===== src/rtl/trig_pkg.sv =====
package trig_pkg;

  localparam int NUM_TRIG = 10;
  localparam int NUM_PAIR = NUM_TRIG / 2;
  localparam int IDX_W    = 4;

  typedef enum logic [1:0] {
    SRC_FETCH = 2'd0,
    SRC_LOAD  = 2'd1,
    SRC_STORE = 2'd2
  } trigSrc_e;

  // Fixed binding of each trigger to the access it watches
  function automatic trigSrc_e srcOf(input int t);
    case (t)
      0, 1, 6, 8: return SRC_FETCH;
      2, 3, 7:    return SRC_STORE;
      default:    return SRC_LOAD;
    endcase
  endfunction

  function automatic logic [NUM_TRIG-1:0] srcMask(input trigSrc_e s);
    logic [NUM_TRIG-1:0] m;
    m = '0;
    for (int t = 0; t < NUM_TRIG; t++) m[t] = (srcOf(t) == s);
    return m;
  endfunction

  typedef struct packed {
    logic       action;
    logic [1:0] kind;
  } trigInfo_t;

  // Strobes from the fire control to the output datapath
  typedef struct packed {
    logic             capture;
    logic             fetchHit;
    logic             memHit;
    logic [IDX_W-1:0] idx;
  } fireStb_t;

endpackage


===== src/rtl/trig_cfg_bank.sv =====
module trig_cfg_bank
  import trig_pkg::*;
#(
  parameter int CMP_W = 64
) (
  input  logic                     clk,
  input  logic                     rstN,
  input  logic                     cfgValid,
  input  logic [IDX_W-1:0]         cfgIndex,
  input  logic                     cfgEnable,
  input  logic [1:0]               cfgKind,
  input  logic                     cfgSelect,
  input  logic                     cfgTiming,
  input  logic                     cfgAction,
  input  logic                     cfgChain,
  input  logic [CMP_W-1:0]         cfgCompare,
  output logic [NUM_TRIG-1:0]      enVec,
  output logic [NUM_TRIG-1:0]      selVec,
  output logic [NUM_TRIG-1:0]      timVec,
  output logic [NUM_PAIR-1:0]      pairChain,
  output trigInfo_t                info   [NUM_TRIG],
  output logic [CMP_W-1:0]         cmpArr [NUM_TRIG]
);

  for (genvar t = 0; t < NUM_TRIG; t++) begin : gTrig
    logic wrHit;
    assign wrHit = cfgValid && (cfgIndex == IDX_W'(t));

    always_ff @(posedge clk) begin
      if (!rstN) begin
        enVec[t]  <= 1'b0;
        selVec[t] <= 1'b0;
        timVec[t] <= 1'b0;
        info[t]   <= '0;
        cmpArr[t] <= '0;
      end else if (wrHit) begin
        enVec[t]  <= cfgEnable;
        selVec[t] <= cfgSelect;
        timVec[t] <= cfgTiming;
        info[t]   <= '{action: cfgAction, kind: cfgKind};
        cmpArr[t] <= cfgCompare;
      end
    end
  end

  for (genvar p = 0; p < NUM_PAIR; p++) begin : gPair
    always_ff @(posedge clk) begin
      if (!rstN)
        pairChain[p] <= 1'b0;
      else if (cfgValid && (cfgIndex == IDX_W'(2 * p)))
        pairChain[p] <= cfgChain;
    end
  end

  AST_BAD_INDEX_IGNORED: assert property (@(posedge clk) disable iff (!rstN)
    (cfgValid && (cfgIndex >= IDX_W'(NUM_TRIG))) |=>
      ($stable(enVec) && $stable(selVec) && $stable(timVec) && $stable(pairChain)));

endmodule


===== src/rtl/trig_fire_ctrl.sv =====
module trig_fire_ctrl
  import trig_pkg::*;
(
  input  logic                clk,
  input  logic                rstN,
  input  logic                instValid,
  input  logic                flushIn,
  input  logic [NUM_TRIG-1:0] rawHit,
  input  logic [NUM_TRIG-1:0] enVec,
  input  logic [NUM_TRIG-1:0] selVec,
  input  logic [NUM_TRIG-1:0] timVec,
  input  logic [NUM_PAIR-1:0] pairChain,
  output fireStb_t            stb
);

  localparam logic [NUM_TRIG-1:0] FETCH_MASK = srcMask(SRC_FETCH);
  localparam logic [NUM_TRIG-1:0] MEM_MASK   = ~FETCH_MASK;

  logic [NUM_TRIG-1:0] fireVec;

  for (genvar p = 0; p < NUM_PAIR; p++) begin : gPair
    localparam int  A        = 2 * p;
    localparam int  B        = 2 * p + 1;
    localparam bit  A_LOAD   = (srcOf(A) == SRC_LOAD);
    localparam bit  B_LOAD   = (srcOf(B) == SRC_LOAD);
    localparam bit  ST_PAIR  = (srcOf(A) == SRC_STORE) && (srcOf(B) == SRC_STORE);

    logic hitA, hitB, timeEq, blocked;
    assign hitA    = rawHit[A] && enVec[A];
    assign hitB    = rawHit[B] && enVec[B];
    assign timeEq  = (timVec[A] == timVec[B]);
    assign blocked = (A_LOAD && selVec[A]) || (B_LOAD && selVec[B]) ||
                     (ST_PAIR && pairChain[p]);

    assign fireVec[A] = !blocked && (pairChain[p] ? (hitA && hitB && timeEq) : hitA);
    assign fireVec[B] = !blocked && !pairChain[p] && hitB;

    AST_CHAIN_NEEDS_BOTH: assert property (@(posedge clk) disable iff (!rstN)
      (pairChain[p] && fireVec[A]) |-> (rawHit[A] && rawHit[B] && enVec[A] && enVec[B]));

    AST_CHAIN_TIMING_MATCH: assert property (@(posedge clk) disable iff (!rstN)
      (pairChain[p] && fireVec[A]) |-> (timVec[A] == timVec[B]));

    if (A_LOAD || B_LOAD) begin : gLoadChk
      AST_LOAD_DATA_BLOCKS: assert property (@(posedge clk) disable iff (!rstN)
        ((A_LOAD && selVec[A]) || (B_LOAD && selVec[B])) |-> !(fireVec[A] || fireVec[B]));
    end
  end

  logic             anyFire;
  logic [IDX_W-1:0] lowIdx;

  always_comb begin
    lowIdx = '0;
    for (int t = NUM_TRIG - 1; t >= 0; t--) begin
      if (fireVec[t]) lowIdx = IDX_W'(t);
    end
  end

  assign anyFire = |fireVec;

  always_comb begin
    stb.capture  = instValid && !flushIn && anyFire;
    stb.fetchHit = stb.capture && |(fireVec & FETCH_MASK);
    stb.memHit   = stb.capture && |(fireVec & MEM_MASK);
    stb.idx      = lowIdx;
  end

  AST_LOWEST_WINS: assert property (@(posedge clk) disable iff (!rstN)
    stb.capture |-> (fireVec[stb.idx] &&
      ((fireVec & ((NUM_TRIG'(1) << stb.idx) - NUM_TRIG'(1))) == '0)));

endmodule


===== src/rtl/trig_out_stage.sv =====
module trig_out_stage
  import trig_pkg::*;
#(
  parameter int CMP_W = 64
) (
  input  logic                clk,
  input  logic                rstN,
  input  logic                instValid,
  input  logic                flushIn,
  input  fireStb_t            stb,
  input  logic [NUM_TRIG-1:0] timVec,
  input  trigInfo_t           info   [NUM_TRIG],
  input  logic [CMP_W-1:0]    cmpArr [NUM_TRIG],
  output logic                trapOut,
  output logic                trapAfter,
  output logic [IDX_W-1:0]    trapIndex,
  output logic                fetchTrap,
  output logic                memTrap,
  output logic                trapAction,
  output logic [1:0]          trapKind,
  output logic [CMP_W-1:0]    trapCompare
);

  always_ff @(posedge clk) begin
    if (!rstN || !stb.capture) begin
      trapOut     <= 1'b0;
      trapAfter   <= 1'b0;
      trapIndex   <= '0;
      fetchTrap   <= 1'b0;
      memTrap     <= 1'b0;
      trapAction  <= 1'b0;
      trapKind    <= '0;
      trapCompare <= '0;
    end else begin
      trapOut     <= 1'b1;
      trapAfter   <= timVec[stb.idx];
      trapIndex   <= stb.idx;
      fetchTrap   <= stb.fetchHit;
      memTrap     <= stb.memHit;
      trapAction  <= info[stb.idx].action;
      trapKind    <= info[stb.idx].kind;
      trapCompare <= cmpArr[stb.idx];
    end
  end

  AST_TRAP_LATENCY: assert property (@(posedge clk) disable iff (!rstN)
    trapOut |-> $past(instValid));

  AST_FLUSH_SUPPRESS: assert property (@(posedge clk) disable iff (!rstN)
    flushIn |=> !trapOut);

  AST_TRAP_IDX_RANGE: assert property (@(posedge clk) disable iff (!rstN)
    trapOut |-> (trapIndex < IDX_W'(NUM_TRIG)));

  AST_SIDE_OR: assert property (@(posedge clk) disable iff (!rstN)
    trapOut |-> (fetchTrap || memTrap));

endmodule


===== src/rtl/trig_chain_combiner.sv =====
module trig_chain_combiner
  import trig_pkg::*;
#(
  parameter int CMP_W = 64
) (
  input  logic                clk,
  input  logic                rstN,
  input  logic                cfgValid,
  input  logic [IDX_W-1:0]    cfgIndex,
  input  logic                cfgEnable,
  input  logic [1:0]          cfgKind,
  input  logic                cfgSelect,
  input  logic                cfgTiming,
  input  logic                cfgAction,
  input  logic                cfgChain,
  input  logic [CMP_W-1:0]    cfgCompare,
  input  logic                instValid,
  input  logic [NUM_TRIG-1:0] rawHit,
  input  logic                flushIn,
  output logic                trapOut,
  output logic                trapAfter,
  output logic [IDX_W-1:0]    trapIndex,
  output logic                fetchTrap,
  output logic                memTrap,
  output logic                trapAction,
  output logic [1:0]          trapKind,
  output logic [CMP_W-1:0]    trapCompare
);

  logic [NUM_TRIG-1:0] enVec, selVec, timVec;
  logic [NUM_PAIR-1:0] pairChain;
  trigInfo_t           info   [NUM_TRIG];
  logic [CMP_W-1:0]    cmpArr [NUM_TRIG];
  fireStb_t            stb;

  trig_cfg_bank #(.CMP_W(CMP_W)) u_bank (
    .clk(clk), .rstN(rstN),
    .cfgValid(cfgValid), .cfgIndex(cfgIndex), .cfgEnable(cfgEnable),
    .cfgKind(cfgKind), .cfgSelect(cfgSelect), .cfgTiming(cfgTiming),
    .cfgAction(cfgAction), .cfgChain(cfgChain), .cfgCompare(cfgCompare),
    .enVec(enVec), .selVec(selVec), .timVec(timVec), .pairChain(pairChain),
    .info(info), .cmpArr(cmpArr)
  );

  trig_fire_ctrl u_ctrl (
    .clk(clk), .rstN(rstN),
    .instValid(instValid), .flushIn(flushIn), .rawHit(rawHit),
    .enVec(enVec), .selVec(selVec), .timVec(timVec), .pairChain(pairChain),
    .stb(stb)
  );

  trig_out_stage #(.CMP_W(CMP_W)) u_out (
    .clk(clk), .rstN(rstN),
    .instValid(instValid), .flushIn(flushIn), .stb(stb),
    .timVec(timVec), .info(info), .cmpArr(cmpArr),
    .trapOut(trapOut), .trapAfter(trapAfter), .trapIndex(trapIndex),
    .fetchTrap(fetchTrap), .memTrap(memTrap), .trapAction(trapAction),
    .trapKind(trapKind), .trapCompare(trapCompare)
  );

endmodule


===== config.mk =====
export PLATFORM = sky130hd
export DESIGN_NAME = trig_chain_combiner
export DESIGN_NICKNAME = d
export VERILOG_FILES = /design/src/rtl/trig_pkg.sv /design/src/rtl/trig_cfg_bank.sv /design/src/rtl/trig_fire_ctrl.sv /design/src/rtl/trig_out_stage.sv /design/src/rtl/trig_chain_combiner.sv
export SDC_FILE = /design/constraint.sdc
export NUM_CORES = 2
export LEC_CHECK = 0
export ABC_AREA = 1
export BUFFER_PORTS_ARGS = -buffer_cell sky130_fd_sc_hd__buf_4
export CAP_MARGIN = 20
export CORE_MARGIN = 2
export CORE_UTILIZATION = 35
export DETAILED_ROUTE_END_ITERATION = 7
export PLACE_DENSITY_LB_ADDON = 0.1
export SLEW_MARGIN = 40
export SYNTH_ARGS = -nofsm -noshare
export SYNTH_HDL_FRONTEND = slang
export SYNTH_SLANG_ARGS = --single-unit

===== constraint.sdc =====
create_clock -name clk -period 2.22 [get_ports clk]
set_clock_uncertainty 0.05 [all_clocks]
set_input_delay 0.222 -clock clk [delete_from_list [all_inputs] [get_ports clk]]
set_output_delay 0.222 -clock clk [all_outputs]
set_load 0.02 [all_outputs]

# After elaboration in Yosys (flattened, before gate mapping)
# Index checks and enable logic that the tools add are counted.
[op_classes] eq_ne=14 order_cmp=2 bitwise=1 n_mux=24 reduce_logical=60
[ops] operator="binary-select mux 64 bit (select 4 bit)" count=1
[ops] operator="two-way mux 64 bit" count=2
[ops] operator="logical AND 1 bit" count=44
[ops] operator="two-way mux 4 bit" count=10
[ops] operator="== test 4 x 3 -> 1 bit (second input constant)" count=4
[ops] operator="binary-select mux 3 bit (select 4 bit)" count=1
[ops] operator="logical NOT 1 bit" count=10
[ops] operator="OR reduction 10 bit" count=1
[ops] operator="== test 4 x 2 -> 1 bit (second input constant)" count=2
[ops] operator="== test 4 bit (second input constant)" count=2
[ops] operator="two-way mux 1 bit" count=7
[ops] operator="two-way mux 3 bit" count=2
[ops] operator="OR reduction 6 bit" count=1
[ops] operator="== test 1 bit" count=5
[ops] operator=">= comparator 5 bit (second input constant)" count=1
[ops] operator="< comparator 4 x 5 -> 1 bit (second input constant)" count=1
[ops] operator="NOT 4 -> 5 bit" count=1
[ops] operator="binary-select mux 1 bit (select 4 bit)" count=1
[ops] operator="== test 4 x 1 -> 1 bit (second input constant)" count=1
[ops] operator="logical NOT 4 bit" count=1
[ops] operator="OR reduction 4 bit" count=1
[ops] operator="logical OR 1 bit" count=2
[totals] register_bits=773 input_bits=90 output_inout_bits=75

# Depth between registers and ports, before layout
[logic_depth] ltp_word=18 ltp_mapped=20 ltp_nobuf=17

# Hierarchy
# Synthesis repeated with hierarchy kept, for this count alone.
[unflattened] cells_unflattened=6171 area_unflattened_um2=37279.5
[modules_own_cells] mod="trig_cfg_bank" area_per_inst_um2=27066.0 instances=1 cells_per_inst=4020
[modules_own_cells] mod="trig_out_stage" area_per_inst_um2=9825.7 instances=1 cells_per_inst=2068
[modules_own_cells] mod="trig_fire_ctrl" area_per_inst_um2=387.9 instances=1 cells_per_inst=83

# Worst setup path after synthesis
# No wires, ideal clock.
[synth_timing] path_kind="reg-to-reg" start="register u_bank.timVec[5]" end="register u_out.trapCompare[48]" path_stages_with_launch=15 slack_ns=0.304 setup_ns=0.132 arrival_time_ns=1.733 required_ns=2.038 path_cell_list="dfxtp_1 -> inv_1 -> nand2_1 -> nand3_1 -> nand2_1 -> nand4_1 -> nand2_1 -> nor2_1 -> nor3_4 -> inv_2 -> buf_2 -> buf_1 -> nand3_1 -> nand3_1 -> a21oi_1"
[synth_via] elab_chain_len=13 word_cells_on_any_way=17 classes_between="1 x eq/ne; 9 x mux; 1 x bitwise; 6 x reduce/logical"
[synth_lines] element="start: declaration" line_no="trig_cfg_bank.sv:19" source="output logic [NUM_TRIG-1:0] timVec,"
[synth_lines] element="start signal: indexed assignment" line_no="trig_cfg_bank.sv:39" source="timVec[t] <= cfgTiming;"
[synth_lines] element="== test 1 bit *" line_no="trig_fire_ctrl.sv:31" source="assign timeEq = (timVec[A] == timVec[B]);"
[synth_lines] element="logical AND 1 bit *" line_no="trig_fire_ctrl.sv:35" source="assign fireVec[A] = !blocked && (pairChain[p] ? (hitA && hitB && timeEq) : hitA);"
[synth_lines] element="two-way mux 1 bit *" line_no="trig_fire_ctrl.sv:35"
[synth_lines] element="logical AND 1 bit *" line_no="trig_fire_ctrl.sv:35"
[synth_lines] element="two-way mux 4 bit (5 in series)" line_no="trig_fire_ctrl.sv:56" source="if (fireVec[t]) lowIdx = IDX_W'(t);"
[synth_lines] element="NOT 4 -> 5 bit (not written as such)" line_no="trig_out_stage.sv:42" source="trapCompare <= cmpArr[stb.idx];"
[synth_lines] element="binary-select mux 64 bit (select 4 bit)" line_no="trig_out_stage.sv:42"
[synth_lines] element="two-way mux 64 bit (not written as such) (2 in series)" line_no="trig_out_stage.sv:42"
[synth_lines] element="end signal: assignment" line_no="trig_out_stage.sv:42"
[synth_lines] element="end: declaration" line_no="trig_out_stage.sv:21" source="output logic [CMP_W-1:0] trapCompare"
# Mark *: on every way between the ends. The rest lies on a longest branch, timed or not. The select of a mux whose other input is x is not followed.
# A chain may end at the register's enable or synchronous reset.

# Worst setup path in the final report
[layout_timing] start="register u_bank.timVec[7]" end="register u_out.trapCompare[16]"
[layout_via] elab_chain_len=14 word_cells_on_any_way=18 classes_between="1 x eq/ne; 11 x mux; 1 x bitwise; 5 x reduce/logical"
[layout_lines] element="== test 1 bit *" line_no="trig_fire_ctrl.sv:31"
[layout_lines] element="logical AND 1 bit *" line_no="trig_fire_ctrl.sv:35"
[layout_lines] element="two-way mux 1 bit *" line_no="trig_fire_ctrl.sv:35"
[layout_lines] element="two-way mux 4 bit (7 in series)" line_no="trig_fire_ctrl.sv:56"
[layout_lines] element="NOT 4 -> 5 bit (not written as such)" line_no="trig_out_stage.sv:42"
[layout_lines] element="binary-select mux 64 bit (select 4 bit)" line_no="trig_out_stage.sv:42"
[layout_lines] element="two-way mux 64 bit (not written as such) (2 in series)" line_no="trig_out_stage.sv:42"
# Marks and branches as above.

==> metrics <==
CORE AREA=0.0936 mm²; grt ovf=0; r2r worst-path depth=19; largest net degree at the start of global routing=slightly below 100; Die Wd=312 µm; Detail Route Antenna Nets=0; most common cell after layout, fill and taps aside=dfxtp_1; Gate Count Post-Synth=4667; drt total wl=around 120 mm; Post-Syn Area=0.0332 mm²; TritonCTS Sinks=773; total power=between 30 and 40 mW; Ant. Diodes=0; crit-path cells=inv_2, nand2_2, nand3_2, nand2_2, nand2_4, nand2_2, nand2_2, nand2_4, nand2_4, nand2_8, buf_12, nand2_8, buf_16, clkbuf_16, nand3_1, nand3_1, nand3_1, nand3_1, a21oi_2; worst stage delay on the critical path=0.33 ns; dpl hpwl=64.2 mm; nets=4962; gr busiest metal=met2; Worst EP required=around 2.7 ns; fin crit share=1.01; latest clock arrival within the worst-skew pair=approximately 0.65 ns; number of port buffers=164; most frequent cells in the layout=dfxtp_1, o21ai_0, a21oi_1; die area=0.0973 mm²; Final min period=2.25 ns; clk buf depth=3; Final Instance Area=0.0455 mm²; power per standard cell area=719 mW/mm²; Num CTS Buffers=89; post-synthesis sequential area ratio=0.466; end point of the critical path=u_out.trapCompare[16]$_SDFF_PN0_; Synth Register Bits=773; fillers=between 9k and 10k; Slew Viols, Final=0; CTS tree=done; Vias/cell=5.09; R2R Setup Slk=-0.03 ns; DR vias=31.5k; final worst slack=-0.0263 ns; CP max FO=7; CP Launch Type=register; violated checks=negative setup slack; area occupied by multi-input gates=0.0159 mm²; HP Class=primary input to register; final setup TNS=-0.128 ns; Iter 0 DRT Violations=around 2k; RSZ-0062 raised after global routing=true; CP Capture Type=register; critical path class=register to register; I/O pin count=165; hold slack=0.0768 ns; Post-synth EDFFs=0; M2 GR Usage=0.369; share of layout cells above drive strength 1=0.239; Achievable Freq=around 0.45 GHz; Placed Cells=5828; Die Y=just over 300 µm; area delta synth->final=37.2%; vias in the first global route=28.8k; yosys warns=0; clock-pin slew on the worst setup and hold paths=0.06 ns; worst reg2reg startpoint=u_bank.timVec[7]$_SDFFE_PN0P_; CP max-delay cell=dfxtp_2; clock tree root driver cell=clkbuf_16; Worst Tran Pin Value=0.684 ns; initial antenna violation count=1; Critical Path Source=u_bank.timVec[7]$_SDFFE_PN0P_; # rows=112; FFs w/ async S/R, synth=0; worst endpoint data arrival time=approximately 2.7 ns; Max Cap Violations=0; Syn Nets=4757; average wire per standard cell=19.3 µm; Avg Synthesized Cell Area=7.11 µm²; DRT Pass-1 Iters=5; leakage=17.8 nW; final hold vios=0; outcome=finished, violations left; Area after DPL=0.0369 mm²; aggregate global-route resource usage=0.224; register area=0.0155 mm²; first-pass GRT wire length=174 mm; Top FF cell, synth=dfxtp_1; met1 GRT Util=0.311; Setup Viol. Count Final=10; H-tree levels=3; Final Non-Filler Cells=6198; met3 Track Usage GR=0.0257; Starting Density=0.355; relative max-transition margin=0.532; R2R Path End=u_out.trapCompare[16]$_SDFF_PN0_; VDD IR max=0.508 mV; distinct cell type count after synthesis=24; Remaining DRCs=0; Final GP Congestion=about 0.76
==> per-stage QoR <==
stage / util / worst slack [ns]
2_1_floorplan: - / 0.304
3_3_place_gp: 0.394 / -0.238
3_5_place_dp: 0.394 / -0.274
4_1_cts: 0.442 / -0.0723
5_1_grt: 0.486 / -0.150
6_report: 0.486 / -0.0263
==> state kept, by name (all words and copies together) (netlist names) <==
name	flops
u_out.trapOut	1
u_bank.pairChain	5
u_out.fetchTrap	1
u_out.trapCompare	64
u_out.trapAfter	1
u_out.trapAction	1
u_bank.cmpArr	640
u_out.trapKind	2
u_bank.info	30
u_bank.enVec	10
u_out.trapIndex	4
u_out.memTrap	1
u_bank.timVec	10
u_bank.selVec	3
==> layout make-up <==
class,count,share of cell area
clock buffers,137,0.0573
clock inverters,26,0.00618
inverters,649,0.0551
multi-input cells,2783,0.350
flip-flops and latches,773,0.340
well taps,1254,0.0345
repair buffers,573,0.156
repair inverters,3,0.000577
==> synth_stat cells, types with 2 or more instances <==
library cell | instances | area share
o21ai_1 | 12 | 0.0018
nand3_1 | 756 | 0.11
nor3_1 | 4 | 0.00060
buf_1 | 86 | 0.0097
a21oi_1 | 755 | 0.11
inv_1 | 644 | 0.073
nand2_1 | 298 | 0.034
buf_6 | 9 | 0.0031
inv_2 | 5 | 0.00057
dfxtp_1 | 773 | 0.47
nand2_2 | 2 | 0.00038
clkbuf_1 | 284 | 0.032
buf_4 | 3 | 0.00068
o21ai_0 | 755 | 0.11
buf_2 | 85 | 0.013
nand4_1 | 4 | 0.00075
nand3b_1 | 2 | 0.00045
nor2_1 | 184 | 0.021
==> power by group <==
group          leakage, nW  switching (mW)  internal (mW)
Clock                 1.43            6.09           8.57
Combinational         10.1            2.25           1.59
Sequential            6.26          0.0773           14.2
Total                 17.8            8.41           24.3
==> logic make-up (layout without fill, tap and decap cells) <==
group	after synthesis	in the layout	synth area share
flip-flops	773	773	0.466
buffers and inverters	1116	1388	0.132
AND/OR/NAND/NOR	1252	1257	0.171
AO/OA/AOI/OAI	1526	1526	0.230
==> layer usage <==
| metal | routed length, µm | share of wire |
|---|---|---|
| met1 | 56600 | 0.47 |
| met2 | 55900 | 0.47 |
| met5 | 13 | 0.00011 |
| met3 | 4480 | 0.037 |
| met4 | 2540 | 0.021 |
==> how the worst min path moves through the flow <==
stage               cells past startpoint                         endpoint                       startpoint  slack (ns)
floorplan                               2    u_bank.selVec[4]$_SDFFE_PN0P_                        cfgSelect        0.31
global placement                        2   u_bank.cmpArr[78]$_SDFFE_PN0P_   u_bank.cmpArr[78]$_SDFFE_PN0P_        0.39
detailed placement                      2  u_bank.cmpArr[459]$_SDFFE_PN0P_  u_bank.cmpArr[459]$_SDFFE_PN0P_        0.39
CTS                                     5     u_bank.enVec[4]$_SDFFE_PN0P_                         cfgValid        0.04
global route                            5     u_bank.enVec[4]$_SDFFE_PN0P_                         cfgValid         0.1
finish                                  5     u_bank.enVec[4]$_SDFFE_PN0P_                         cfgValid        0.08
==> critical path: cells and delay by family (launching register included) <==
| kind | cells | cell delay (ns) |
|---|---|---|
| flip-flops | 1 | 0.33 |
| AO/OA/AOI/OAI | 1 | 0.07 |
| AND/OR/NAND/NOR | 14 | 1.09 |
| buffers and inverters | 4 | 0.57 |
==> what timing repair did <==
action	4_1_cts	5_1_grt
buffers inserted	14	62
endpoints found under the setup margin	68	74
hold endpoints to repair	698	0
cloned	12	50
hold buffers	74	0
pin swaps	32	207
resized for setup	107	608
No activity file was read; power rests on OpenSTA's default activity.
